<file path="config.mk">
export PLATFORM = sky130hd
export DESIGN_NAME = mmio_int_ctrl
export DESIGN_NICKNAME = d
export VERILOG_FILES = /design/src/rtl/mic_pkg.sv /design/src/rtl/mic_bus_decode.sv /design/src/rtl/mic_src_lane.sv /design/src/rtl/mic_req_merge.sv /design/src/rtl/mmio_int_ctrl.sv
export SDC_FILE = /design/constraint.sdc
export NUM_CORES = 1
export LEC_CHECK = 0
export BUFFER_PORTS_ARGS = -buffer_cell sky130_fd_sc_hd__buf_2
export CORE_MARGIN = 1
export CORE_UTILIZATION = 57
export DETAILED_ROUTE_END_ITERATION = 12
export PLACE_DENSITY = 0.81
export SLEW_MARGIN = 5
export SYNTH_ARGS = -nofsm -noshare
export SYNTH_HDL_FRONTEND = slang
export SYNTH_HIERARCHICAL = 1
export SYNTH_SLANG_ARGS = --single-unit
</file>
<file path="constraint.sdc">
create_clock -name clk -period 4.6 [get_ports clk]
set_clock_uncertainty 0.05 [all_clocks]
set_input_delay 0.23 -clock clk [delete_from_list [all_inputs] [get_ports clk]]
set_output_delay 0.23 -clock clk [all_outputs]
set_load 0.02 [all_outputs]
</file>
<file path="src/rtl/mic_pkg.sv">
package mic_pkg;

   localparam int unsigned OFF_IRQ_ST  = 32'h00;
   localparam int unsigned OFF_FIQ_ST  = 32'h04;
   localparam int unsigned OFF_RAW     = 32'h08;
   localparam int unsigned OFF_ROUTE   = 32'h0C;
   localparam int unsigned OFF_EN_SET  = 32'h10;
   localparam int unsigned OFF_EN_CLR  = 32'h14;
   localparam int unsigned OFF_SW_SET  = 32'h18;
   localparam int unsigned OFF_SW_CLR  = 32'h1C;
   localparam int unsigned OFF_GUARD   = 32'h20;

   localparam int unsigned MIN_ADDR_W  = 6;

   typedef struct packed {
      logic route;
      logic en_set;
      logic en_clr;
      logic sw_set;
      logic sw_clr;
      logic guard;
   } mic_wstb_t;

endpackage

</file>
<file path="src/rtl/mic_bus_decode.sv">
module mic_bus_decode
   import mic_pkg::*;
#(
   parameter int unsigned ADDR_W = 8
) (
   input  logic              clk,
   input  logic              rst_n,
   input  logic [ADDR_W-1:0] addr,
   input  logic              wr,
   input  logic              user,
   input  logic              guard_q,
   output mic_wstb_t         stb
);

   if (ADDR_W < MIN_ADDR_W) begin : g_bad_addr_w
      $error("mic_bus_decode: ADDR_W too small for register map");
   end

   logic wr_ok;

   assign wr_ok = wr && !(guard_q && user);

   always_comb begin
      stb = '0;
      if (wr_ok) begin
         stb.route  = (addr == ADDR_W'(OFF_ROUTE));
         stb.en_set = (addr == ADDR_W'(OFF_EN_SET));
         stb.en_clr = (addr == ADDR_W'(OFF_EN_CLR));
         stb.sw_set = (addr == ADDR_W'(OFF_SW_SET));
         stb.sw_clr = (addr == ADDR_W'(OFF_SW_CLR));
         stb.guard  = (addr == ADDR_W'(OFF_GUARD));
      end
   end

   AST_GUARD_BLOCKS: assert property (@(posedge clk) disable iff (!rst_n)
      (guard_q && user) |-> (stb == '0));

   AST_STB_ONEHOT: assert property (@(posedge clk) disable iff (!rst_n)
      $onehot0(stb));

endmodule

</file>
<file path="src/rtl/mic_src_lane.sv">
module mic_src_lane
   import mic_pkg::*;
#(
   parameter int unsigned SYNC_STAGES = 0
) (
   input  logic      clk,
   input  logic      rst_n,
   input  logic      src_i,
   input  mic_wstb_t stb,
   input  logic      wbit,
   output logic      en_q,
   output logic      route_q,
   output logic      sw_q,
   output logic      raw,
   output logic      irq_st,
   output logic      fiq_st
);

   if (SYNC_STAGES > 4) begin : g_bad_sync
      $error("mic_src_lane: SYNC_STAGES above 4 not supported");
   end

   logic lvl;

   if (SYNC_STAGES == 0) begin : g_direct
      assign lvl = src_i;
   end else begin : g_sync
      logic [SYNC_STAGES-1:0] chain;
      always_ff @(posedge clk) begin
         if (!rst_n) chain <= '0;
         else        chain <= {chain[SYNC_STAGES-2+1-1:0], src_i} >> 0;
      end
      assign lvl = chain[SYNC_STAGES-1];
   end

   always_ff @(posedge clk) begin
      if (!rst_n) begin
         en_q    <= 1'b0;
         route_q <= 1'b0;
         sw_q    <= 1'b0;
      end else begin
         if (stb.route) route_q <= wbit;
         if (stb.en_set && wbit)      en_q <= 1'b1;
         else if (stb.en_clr && wbit) en_q <= 1'b0;
         if (stb.sw_set && wbit)      sw_q <= 1'b1;
         else if (stb.sw_clr && wbit) sw_q <= 1'b0;
      end
   end

   assign raw    = lvl | sw_q;
   assign irq_st = raw & en_q & ~route_q;
   assign fiq_st = raw & en_q &  route_q;

   AST_EN_SET_TAKES: assert property (@(posedge clk) disable iff (!rst_n)
      (stb.en_set && wbit) |=> en_q);

   AST_EN_CLR_TAKES: assert property (@(posedge clk) disable iff (!rst_n)
      (stb.en_clr && wbit) |=> !en_q);

   AST_EN_HOLDS: assert property (@(posedge clk) disable iff (!rst_n)
      !(stb.en_set || stb.en_clr) |=> $stable(en_q));

   AST_SW_CLR_TAKES: assert property (@(posedge clk) disable iff (!rst_n)
      (stb.sw_clr && wbit) |=> !sw_q);

   AST_ROUTE_HOLDS: assert property (@(posedge clk) disable iff (!rst_n)
      !stb.route |=> $stable(route_q));

endmodule

</file>
<file path="src/rtl/mic_req_merge.sv">
module mic_req_merge #(
   parameter int unsigned NUM_SRC = 32,
   parameter bit          OUT_REG = 1'b1
) (
   input  logic               clk,
   input  logic               rst_n,
   input  logic [NUM_SRC-1:0] irq_vec,
   input  logic [NUM_SRC-1:0] fiq_vec,
   output logic               irq_o,
   output logic               fiq_o
);

   logic irq_any;
   logic fiq_any;

   assign irq_any = |irq_vec;
   assign fiq_any = |fiq_vec;

   if (OUT_REG) begin : g_reg
      always_ff @(posedge clk) begin
         if (!rst_n) begin
            irq_o <= 1'b0;
            fiq_o <= 1'b0;
         end else begin
            irq_o <= irq_any;
            fiq_o <= fiq_any;
         end
      end

      AST_IRQ_ONE_CYCLE: assert property (@(posedge clk) disable iff (!rst_n)
         $past(rst_n) |-> (irq_o == $past(irq_any)));

      AST_FIQ_ONE_CYCLE: assert property (@(posedge clk) disable iff (!rst_n)
         $past(rst_n) |-> (fiq_o == $past(fiq_any)));
   end else begin : g_comb
      assign irq_o = irq_any;
      assign fiq_o = fiq_any;
   end

endmodule

</file>
<file path="src/rtl/mmio_int_ctrl.sv">
module mmio_int_ctrl
   import mic_pkg::*;
#(
   parameter int unsigned NUM_SRC     = 32,
   parameter int unsigned ADDR_W      = 8,
   parameter int unsigned DATA_W      = 32,
   parameter int unsigned SYNC_STAGES = 0,
   parameter bit          OUT_REG     = 1'b1
) (
   input  logic               clk,
   input  logic               rst_n,
   input  logic [NUM_SRC-1:0] src_i,
   input  logic [ADDR_W-1:0]  bus_addr,
   input  logic               bus_wr,
   input  logic [DATA_W-1:0]  bus_wdata,
   input  logic               bus_user,
   output logic [DATA_W-1:0]  bus_rdata,
   output logic               irq_o,
   output logic               fiq_o
);

   if (NUM_SRC > DATA_W || NUM_SRC == 0) begin : g_bad_num_src
      $error("mmio_int_ctrl: NUM_SRC must be 1..DATA_W");
   end

   mic_wstb_t          stb;
   logic               guard_q;
   logic [NUM_SRC-1:0] en_w, route_w, sw_w, raw_w, irq_w, fiq_w;

   mic_bus_decode #(.ADDR_W(ADDR_W)) u_dec (
      .clk     (clk),
      .rst_n   (rst_n),
      .addr    (bus_addr),
      .wr      (bus_wr),
      .user    (bus_user),
      .guard_q (guard_q),
      .stb     (stb)
   );

   for (genvar i = 0; i < NUM_SRC; i++) begin : g_lane
      mic_src_lane #(.SYNC_STAGES(SYNC_STAGES)) u_lane (
         .clk     (clk),
         .rst_n   (rst_n),
         .src_i   (src_i[i]),
         .stb     (stb),
         .wbit    (bus_wdata[i]),
         .en_q    (en_w[i]),
         .route_q (route_w[i]),
         .sw_q    (sw_w[i]),
         .raw     (raw_w[i]),
         .irq_st  (irq_w[i]),
         .fiq_st  (fiq_w[i])
      );
   end

   always_ff @(posedge clk) begin
      if (!rst_n)         guard_q <= 1'b0;
      else if (stb.guard) guard_q <= bus_wdata[0];
   end

   mic_req_merge #(.NUM_SRC(NUM_SRC), .OUT_REG(OUT_REG)) u_merge (
      .clk     (clk),
      .rst_n   (rst_n),
      .irq_vec (irq_w),
      .fiq_vec (fiq_w),
      .irq_o   (irq_o),
      .fiq_o   (fiq_o)
   );

   always_comb begin
      bus_rdata = '0;
      if      (bus_addr == ADDR_W'(OFF_IRQ_ST)) bus_rdata = DATA_W'(irq_w);
      else if (bus_addr == ADDR_W'(OFF_FIQ_ST)) bus_rdata = DATA_W'(fiq_w);
      else if (bus_addr == ADDR_W'(OFF_RAW))    bus_rdata = DATA_W'(raw_w);
      else if (bus_addr == ADDR_W'(OFF_ROUTE))  bus_rdata = DATA_W'(route_w);
      else if (bus_addr == ADDR_W'(OFF_EN_SET)) bus_rdata = DATA_W'(en_w);
      else if (bus_addr == ADDR_W'(OFF_SW_SET)) bus_rdata = DATA_W'(sw_w);
      else if (bus_addr == ADDR_W'(OFF_GUARD))  bus_rdata = DATA_W'(guard_q);
   end

   AST_GUARD_FREEZES_EN: assert property (@(posedge clk) disable iff (!rst_n)
      (guard_q && bus_wr && bus_user) |=> $stable(en_w));

   AST_GUARD_SELF_LOCK: assert property (@(posedge clk) disable iff (!rst_n)
      (guard_q && bus_wr && bus_user) |=> guard_q);

   AST_ROUTES_DISJOINT: assert property (@(posedge clk) disable iff (!rst_n)
      (irq_w & fiq_w) == '0);

endmodule

</file>
-- Yosys cells after proc, flatten, opt, wreduce, memory -nomap -nowiden
Index checks and enable logic that the tools add are counted.
- register bits after elaboration: 99
- input bits: 76
- output and inout port bits: 34
- eq/ne operators: 8
- multiplexer cells: 136
- bitwise operators: 160
- reduce and logical (&&, ||, !) cells: 198
- operator list (operator ; count):
    32-bit 2-to-1 mux ; 6
    1-bit logical AND ; 130
    1-bit 2-to-1 mux ; 129
    2-bit nonzero test ; 64
    1-bit bitwise AND ; 96
    32-bit OR reduction ; 2
    8-bit by 5-bit equality test with 1-bit output (second input constant) ; 4
    1-bit NOT ; 32
    1-bit bitwise OR ; 32
    8-bit by 4-bit equality test with 1-bit output (second input constant) ; 2
    8-bit by 3-bit equality test with 1-bit output (second input constant) ; 1
    8-bit by 6-bit equality test with 1-bit output (second input constant) ; 1
    8-bit logical NOT ; 1
    6-bit 2-to-1 mux ; 1
    1-bit logical NOT ; 1

-- Depth between registers and ports, before layout
Gate-level depths: netlist (run 1).
- word-level depth: 8
- depth in mapped cells: 6
- depth with buffers taken out: 5

-- Cells and area by module
The synthesis (run 1) kept the hierarchy.
- modules (own cells, without submodules) (module ; instances ; cells an instance ; area an instance (sq um)):
    mic_src_lane ; 32 ; 15 ; 135.1
    mmio_int_ctrl ; 1 ; 234 ; 1646.6
    mic_req_merge ; 1 ; 24 ; 192.7
    mic_bus_decode ; 1 ; 19 ; 168.9

-- Least setup slack after synthesis (run 1)
OpenSTA, ideal clock, no wires.
- path type: input -> register
- from: in bus_addr[7]
- to: reg g_lane[0].u_lane.route_q
- arrival: 3.741 ns
- data required time: 4.433 ns
- path slack: 0.691 ns
- stages on the path: 5
- buffers on the path: 1
- cell sequence: or3b_1 > buf_2 > nor4_2 > mux2i_1 > nor2b_1
- RTL lines (item ; line ; source):
    start: declaration ; mmio_int_ctrl.sv:13 ; input logic [ADDR_W-1:0] bus_addr,
    end signal: assignment ; mic_src_lane.sv:42 ; if (stb.route) route_q <= wbit;
    end: declaration ; mic_src_lane.sv:12 ; output logic route_q,

-- Worst setup path after layout (run 1)
- from: in bus_addr[2]
- to: out bus_rdata[18]
- cells in the longest elaborated chain, start to end: 7
- RTL lines (item ; line ; source):
    8-bit by 5-bit equality test with 1-bit output ; mmio_int_ctrl.sv:77 ; else if (bus_addr == ADDR_W'(OFF_SW_SET)) bus_rdata = DATA_W'(sw_w);
    32-bit 2-to-1 mux ; mmio_int_ctrl.sv:77 ;
    32-bit 2-to-1 mux ; mmio_int_ctrl.sv:76 ; else if (bus_addr == ADDR_W'(OFF_EN_SET)) bus_rdata = DATA_W'(en_w);
    32-bit 2-to-1 mux ; mmio_int_ctrl.sv:75 ; else if (bus_addr == ADDR_W'(OFF_ROUTE)) bus_rdata = DATA_W'(route_w);
    32-bit 2-to-1 mux ; mmio_int_ctrl.sv:74 ; else if (bus_addr == ADDR_W'(OFF_RAW)) bus_rdata = DATA_W'(raw_w);
    32-bit 2-to-1 mux ; mmio_int_ctrl.sv:73 ; else if (bus_addr == ADDR_W'(OFF_FIQ_ST)) bus_rdata = DATA_W'(fiq_w);
    32-bit 2-to-1 mux (*) ; mmio_int_ctrl.sv:72 ; if (bus_addr == ADDR_W'(OFF_IRQ_ST)) bus_rdata = DATA_W'(irq_w);
    end: declaration ; mmio_int_ctrl.sv:17 ; output logic [DATA_W-1:0] bus_rdata,
Every way passes the cells marked *; elsewhere a longest branch is shown, timed or not.

==> results of run 1 <==
==> placed cells by master (no fill, tap or decap), drive strengths merged, types with 2 or more instances in the layout <==
| cell | count |
|---|---|
| o21ai | 33 |
| or2 | 34 |
| mux2i | 33 |
| or3b | 2 |
| mux2 | 2 |
| a31o | 64 |
| buf | 122 |
| or4b | 3 |
| a22oi | 17 |
| nand4 | 4 |
| a21oi | 43 |
| a221o | 17 |
| clkinvlp | 4 |
| nor2 | 38 |
| o31ai | 13 |
| inv | 3 |
| clkbuf | 9 |
| nand2 | 87 |
| nand2b | 3 |
| a22o | 13 |
| a222oi | 13 |
| dfxtp | 99 |
| nor2b | 35 |
| nor4 | 23 |
| o21a | 2 |
| a21o | 17 |
| and2 | 3 |
| o2bb2ai | 17 |
| or4 | 2 |
| and3 | 97 |
==> worst register-to-register path, stage by stage, from the launching register on <==
cell and delay [ns]:
dfxtp_1 0.34, and2_1 0.33, nor4_4 1.04, buf_4 0.41, and3_1 0.19, a31o_1 0.10
==> metrics by stage <==
step	hold slack, ns	total power, uW
detailed placement	0.454	1040
global route	0.101	1620
global placement	0.443	1030
finish	0.0854	1570
floorplan	0.297	947
CTS	0.0897	1570
==> worst max path at each step <==
stage / start / end / slack, ns / depth (start not counted)
floorplan: bus_addr[7] / g_lane[0].u_lane/route_q / 0.69 / 5
global placement: bus_addr[2] / bus_rdata[23] / 1.80 / 6
detailed placement: bus_addr[2] / bus_rdata[18] / 1.74 / 6
CTS: bus_addr[2] / bus_rdata[18] / 1.72 / 6
global route: bus_addr[2] / bus_rdata[31] / 1.53 / 6
finish: bus_addr[2] / bus_rdata[18] / 1.60 / 6
==> cell families (layout without fill, tap and decap cells) <==
family,Yosys count,in the layout,synth area share (%)
AOI/OAI and AO/OA,254,254,30.3
buffers and inverters,35,139,2.86
DFF,99,99,31.3
muxes,36,36,5.93
and+or+nand+nor,333,333,29.6
==> sequential cells by signal, indices dropped and copies added (netlist names) <==
register,cells
g_lane.u_lane/en_q,32
g_lane.u_lane/route_q,32
g_lane.u_lane/sw_q,32
guard_q,1
u_merge/fiq_o,1
u_merge/irq_o,1
==> layer usage <==
metal	vias to the layer above	wire [um]	GRT usage (%)
met3	86	2320	11.3
li1	3123	-	-
met1	3250	8590	47.1
met5	-	13	0
met4	2	823	18.7
met2	455	9380	56.8
==> power by group <==
group / switching, uW / internal, uW / leakage [uW]
clock: 344 / 205 / 0.0000815
sequential: 1.12 / 858 / 0.000797
combinational: 106 / 58.4 / 0.00225
total: 451 / 1120 / 0.00313
==> cell type report <==
type / instances / share of cell area [%]
timing repair buffer: 122 / 8.94
clock buffer: 9 / 1.72
inverter: 1 / 0.0520
clock inverter: 7 / 0.849
multi-input combinational: 623 / 58.6
sequential: 99 / 27.5
tap: 140 / 2.43
==> flow_metrics.tcl, run 1 <==
set metrics [dict create \
    status "finished, final reports clean" \
    multi_input_area_mm2 0.00423 \
    synth_edf_count 0 \
    drtIter0Drc 919 \
    finalSetupViolCount 0 \
    clk_pin_slew_ns 0.10 \
    min_to "g_lane[15].u_lane/route_q" \
    syn_area_mm2 0.00633 \
    ff2ff_path_depth 5 \
    finalWorstSetupSlack_ns 1.60 \
    drive_gt1_share_pct 19.2 \
    hold_depth 3 \
    wl_per_cell_um 21.1 \
    finish.utilization_pct 66.6 \
    crit_family "buffers and inverters" \
    critical-path-max-stage-delay_ns 0.92 \
    grt_pass1_wl_um 33200 \
    dpl-instance-area_mm2 0.00703 \
    rsz0062_at_grt "false" \
    start_util_pct 58.4 \
    max_freq_mhz 333 \
    die_x_um 107 \
    ctsResizeCount 0 \
    fillers 917 \
    fp-row-count 38 \
    synth_most_common_cell "dfxtp_1" \
    grt_pass1_vias 6653 \
    cp_cell_sequence "buf_2, and2_1, buf_4, a21o_1, a221o_1, buf_2" \
    dp_slack_ns 1.74 \
    critical_path.slowest_cell "and2_1" \
    ys_seq_area_share_pct 31.3 \
    ys_ff_latch 99 \
    yosys_warnings 6 \
    cts_tree "done" \
    max_slew_margin_pct 23.6 \
    globalplace.congestion 0.876 \
    setup_tns_ns 0 \
    fin_crit_sh_pct 65.3 \
    areaGrowthSynthToFinish_pct 14.0 \
    worstReg2RegStart "guard_q" \
    finalNonFillerCells 1001 \
    drt_wl_total_um 21100 \
    worst_pin_slew_ns 1.14 \
    critPathArrivalTime_ns 2.72 \
    io_buffers 109 \
    cp-end-kind "primary output" \
    drv_cap 0 \
    min_from "bus_wdata[15]" \
    antenna_found_initial 1 \
    postRouteAntennaNets 0 \
    slew_violations 0 \
    grt_max_degree 105 \
    synth_area_leaders "dfxtp_1 (31%), and3_1 (9.6%), a31o_1 (8.9%), mux2i_1 (5.2%), nand2_1 (5.1%)" \
    post-route-drc-count 0 \
    hold_path_class "in2reg" \
    gr-total-overflow 0 \
    first_pass_iters 8 \
    synth_top_area_share_pct 31.3 \
    power.leakage_uw 0.00313 \
    r2r_slack_ns 2.08 \
    syn-instance-count 757 \
    async_flop_share_pct 0 \
    io_pins 110 \
    synth.net_count 833 \
    vias 6916 \
    clockRootBuffer "clkbuf_8" \
    critPathRequiredTime_ns 4.32 \
    dieHeight_um 107 \
    worst-path-buf-inv 3 \
    htree_levels 3 \
    viasPerCell 6.91 \
    hold_viol_final 0 \
    final_area_mm2 0.00722 \
    cts_buffer_depth 2 \
    clock_sinks 99 \
    seq_area_mm2 0.00198 \
    critPathKind "in2out" \
    hold_buffers 0 \
    startpoint_type "primary input" \
    diodes 0 \
    postCtsSetupRepairBufs 0 \
    cp_common_cell "buf_2" \
    ys_top_cells_by_count "dfxtp_1 (99), and3_1 (97), nand2_1 (86)" \
    crit_path_max_fanout 45 \
    period_minus_slack_ns 3.00 \
    dpl.hpwl_um 13800 \
    syn_avg_cell_area_um2 8.37 \
    fin_nets 932 \
    rr_endpoint "g_lane[20].u_lane/sw_q" \
    fp.coreArea_mm2 0.0108 \
    yosys_most_used_dff "dfxtp_1" \
    dp.cells 985 \
    die_area_mm2 0.0115 \
    grt_use_total_pct 37.1 \
    numCtsBuffers 9 \
    synth_top_area_cell "dfxtp_1" \
    ir_drop_mv 0.253 \
    synth.distinct_cells 45 \
    p_per_area_mw_per_mm2 218 \
    clk_latency_ns 0.40 \
]
Power figures use the tool's default switching activity.
==> inputs of run 2 (changes only) <==
==> constraint.sdc (replaced) <==
create_clock -name clk -period 3 [get_ports clk]
set_clock_uncertainty 0.05 [all_clocks]
set_input_delay 0.15 -clock clk [delete_from_list [all_inputs] [get_ports clk]]
set_output_delay 0.15 -clock clk [all_outputs]
set_load 0.02 [all_outputs]
==> run 2 against run 1 <==
  * Cell area increased by 2.4%
  * Power rose by 66%
  * Combinational power up 59%
  * Clock power is 88% higher
  * Routed wire length is 1.4% higher
  * Worst hold slack worse by 0.072 ns
  * Flip-flop and latch count unchanged
  * Utilization increased by 1.6 points
  * Via count increased by 1.0%
  * Critical path depth increased by 1
  * First-iteration DRC count rose by 5.5%
  * Largest power group unchanged
  * Highest routed layer unchanged
==> flow_metrics.tcl, run 2 (synthesized netlist as in run 1, its figures left out) <==
set metrics [dict create \
    finalSetupViolCount 0 \
    cts_buffer_depth 2 \
    max_slew_margin_pct 47.8 \
    fp-row-count 38 \
    dpl-instance-area_mm2 0.00715 \
    r2r_slack_ns 1.05 \
    startpoint_type "primary input" \
    die_area_mm2 0.0115 \
    drive_gt1_share_pct 20.1 \
    finalNonFillerCells 1012 \
    drv_cap 0 \
    max_freq_mhz 434 \
    htree_levels 3 \
    diodes 0 \
    io_buffers 109 \
    critPathKind "in2out" \
    start_util_pct 58.4 \
    reg_top3 "g_lane.u_lane/en_q (32), g_lane.u_lane/route_q (32), g_lane.u_lane/sw_q (32)" \
    globalplace.congestion 0.895 \
    io_pins 110 \
    drt_wl_total_um 21400 \
    fin_crit_sh_pct 76.9 \
    vias 6987 \
    numCtsBuffers 9 \
    clk_pin_slew_ns 0.10 \
    postRouteAntennaNets 0 \
    hold_buffers 1 \
    p_per_area_mw_per_mm2 352 \
    crit_path_max_fanout 15 \
    dieHeight_um 107 \
    ir_drop_mv 0.315 \
    setup_tns_ns 0 \
    worstReg2RegStart "g_lane[24].u_lane/sw_q" \
    slew_violations 0 \
    min_from "bus_wdata[14]" \
    hold_depth 3 \
    cts_tree "done" \
    status "finished, final reports clean" \
    hold_path_class "in2reg" \
    cp-end-kind "primary output" \
    wl_per_cell_um 21.2 \
    grt_pass1_vias 6572 \
    combPwrFrac_pct 10.1 \
    first_pass_iters 6 \
    clock_sinks 99 \
    hold_viol_final 0 \
    postCtsSetupRepairBufs 0 \
    dp.cells 995 \
    grt_use_total_pct 37.4 \
    fp.coreArea_mm2 0.0108 \
    antenna_found_initial 1 \
    drtIter0Drc 970 \
    final_area_mm2 0.00739 \
    min_to "g_lane[14].u_lane/route_q" \
    viasPerCell 6.90 \
    switching_power_uw 710 \
    fin_nets 943 \
    critPathArrivalTime_ns 2.11 \
    seq_power_share_pct 50.6 \
    pwr-share-clk_pct 39.4 \
    die_x_um 107 \
    worst_pin_slew_ns 0.783 \
    power.leakage_uw 0.00323 \
    ctsResizeCount 0 \
    period_minus_slack_ns 2.31 \
    gr-total-overflow 0 \
    rr_endpoint "u_merge/fiq_o" \
    dpl.hpwl_um 13800 \
    final_cell_mix "buf_2 (108), dfxtp_1 (99), and3_1 (97)" \
    areaGrowthSynthToFinish_pct 16.8 \
    critPathRequiredTime_ns 2.80 \
    rsz0062_at_grt "false" \
    clockRootBuffer "clkbuf_8" \
    grt_max_degree 92 \
    p_int_uw 1890 \
    grt_pass1_wl_um 33200 \
    final_common_cell "buf_2" \
    post-route-drc-count 0 \
    clk_latency_ns 0.41 \
    sw_frac_of_total_pct 27.3 \
    ff2ff_path_depth 5 \
]
==> run 2: stage by stage <==
step                setup slack, ns  utilization [%]  total power, uW  hold WS [ns]
floorplan                     0.231                -             1450         0.217
global placement              0.818             66.0             1590         0.400
detailed placement            0.747             66.0             1600         0.420
CTS                           0.748             68.2             2600      0.000945
global route                  0.647             68.2             2680        0.0173
finish                        0.694             68.2             2600        0.0129
==> run 2: power by group through the flow <==
stage	Combinational [uW]	Clock, uW	Sequential (uW)
after detailed placement	251	0	1350
final	262	1030	1320
after global routing	279	1090	1320
after floorplan	105	0	1350
after CTS	253	1030	1320
after global placement	240	0	1350
==> run 2: worst max-delay path by stage <==
| stage | startpoint | endpoint | slack (ns) |
|---|---|---|---|
| after floorplan | guard_q | g_lane[0].u_lane/route_q | 0.23 |
| after global placement | bus_addr[7] | bus_rdata[12] | 0.82 |
| after detailed placement | bus_addr[7] | bus_rdata[12] | 0.75 |
| after CTS | bus_addr[7] | bus_rdata[12] | 0.75 |
| after global routing | g_lane[6].u_lane/sw_q | bus_rdata[6] | 0.65 |
| final | bus_addr[7] | bus_rdata[6] | 0.69 |
==> run 2: layout make-up <==
cell class	instances	area [um^2]
clock buffers	9	124
clock inverters	7	105
fillers	911	3450
inverters	1	3.75
multi-input cells	623	4220
flip-flops and latches	99	1980
well taps	140	175
repair buffers	133	781
==> run 2: routing by layer <==
layer	routed length, um	GRT usage (%)	vias to the layer above
met5	13	0	-
met4	873	19.7	2
met3	2670	9.87	99
met2	9640	60.4	476
met1	8230	45.6	3255
li1	-	-	3155
==> run 2: critical path, stage by stage <==
cell	delay, ns
buf_2	0.12
nor4_1	0.58
and2_1	0.24
buf_4	0.25
a21oi_1	0.07
o31ai_1	0.44
buf_2	0.26
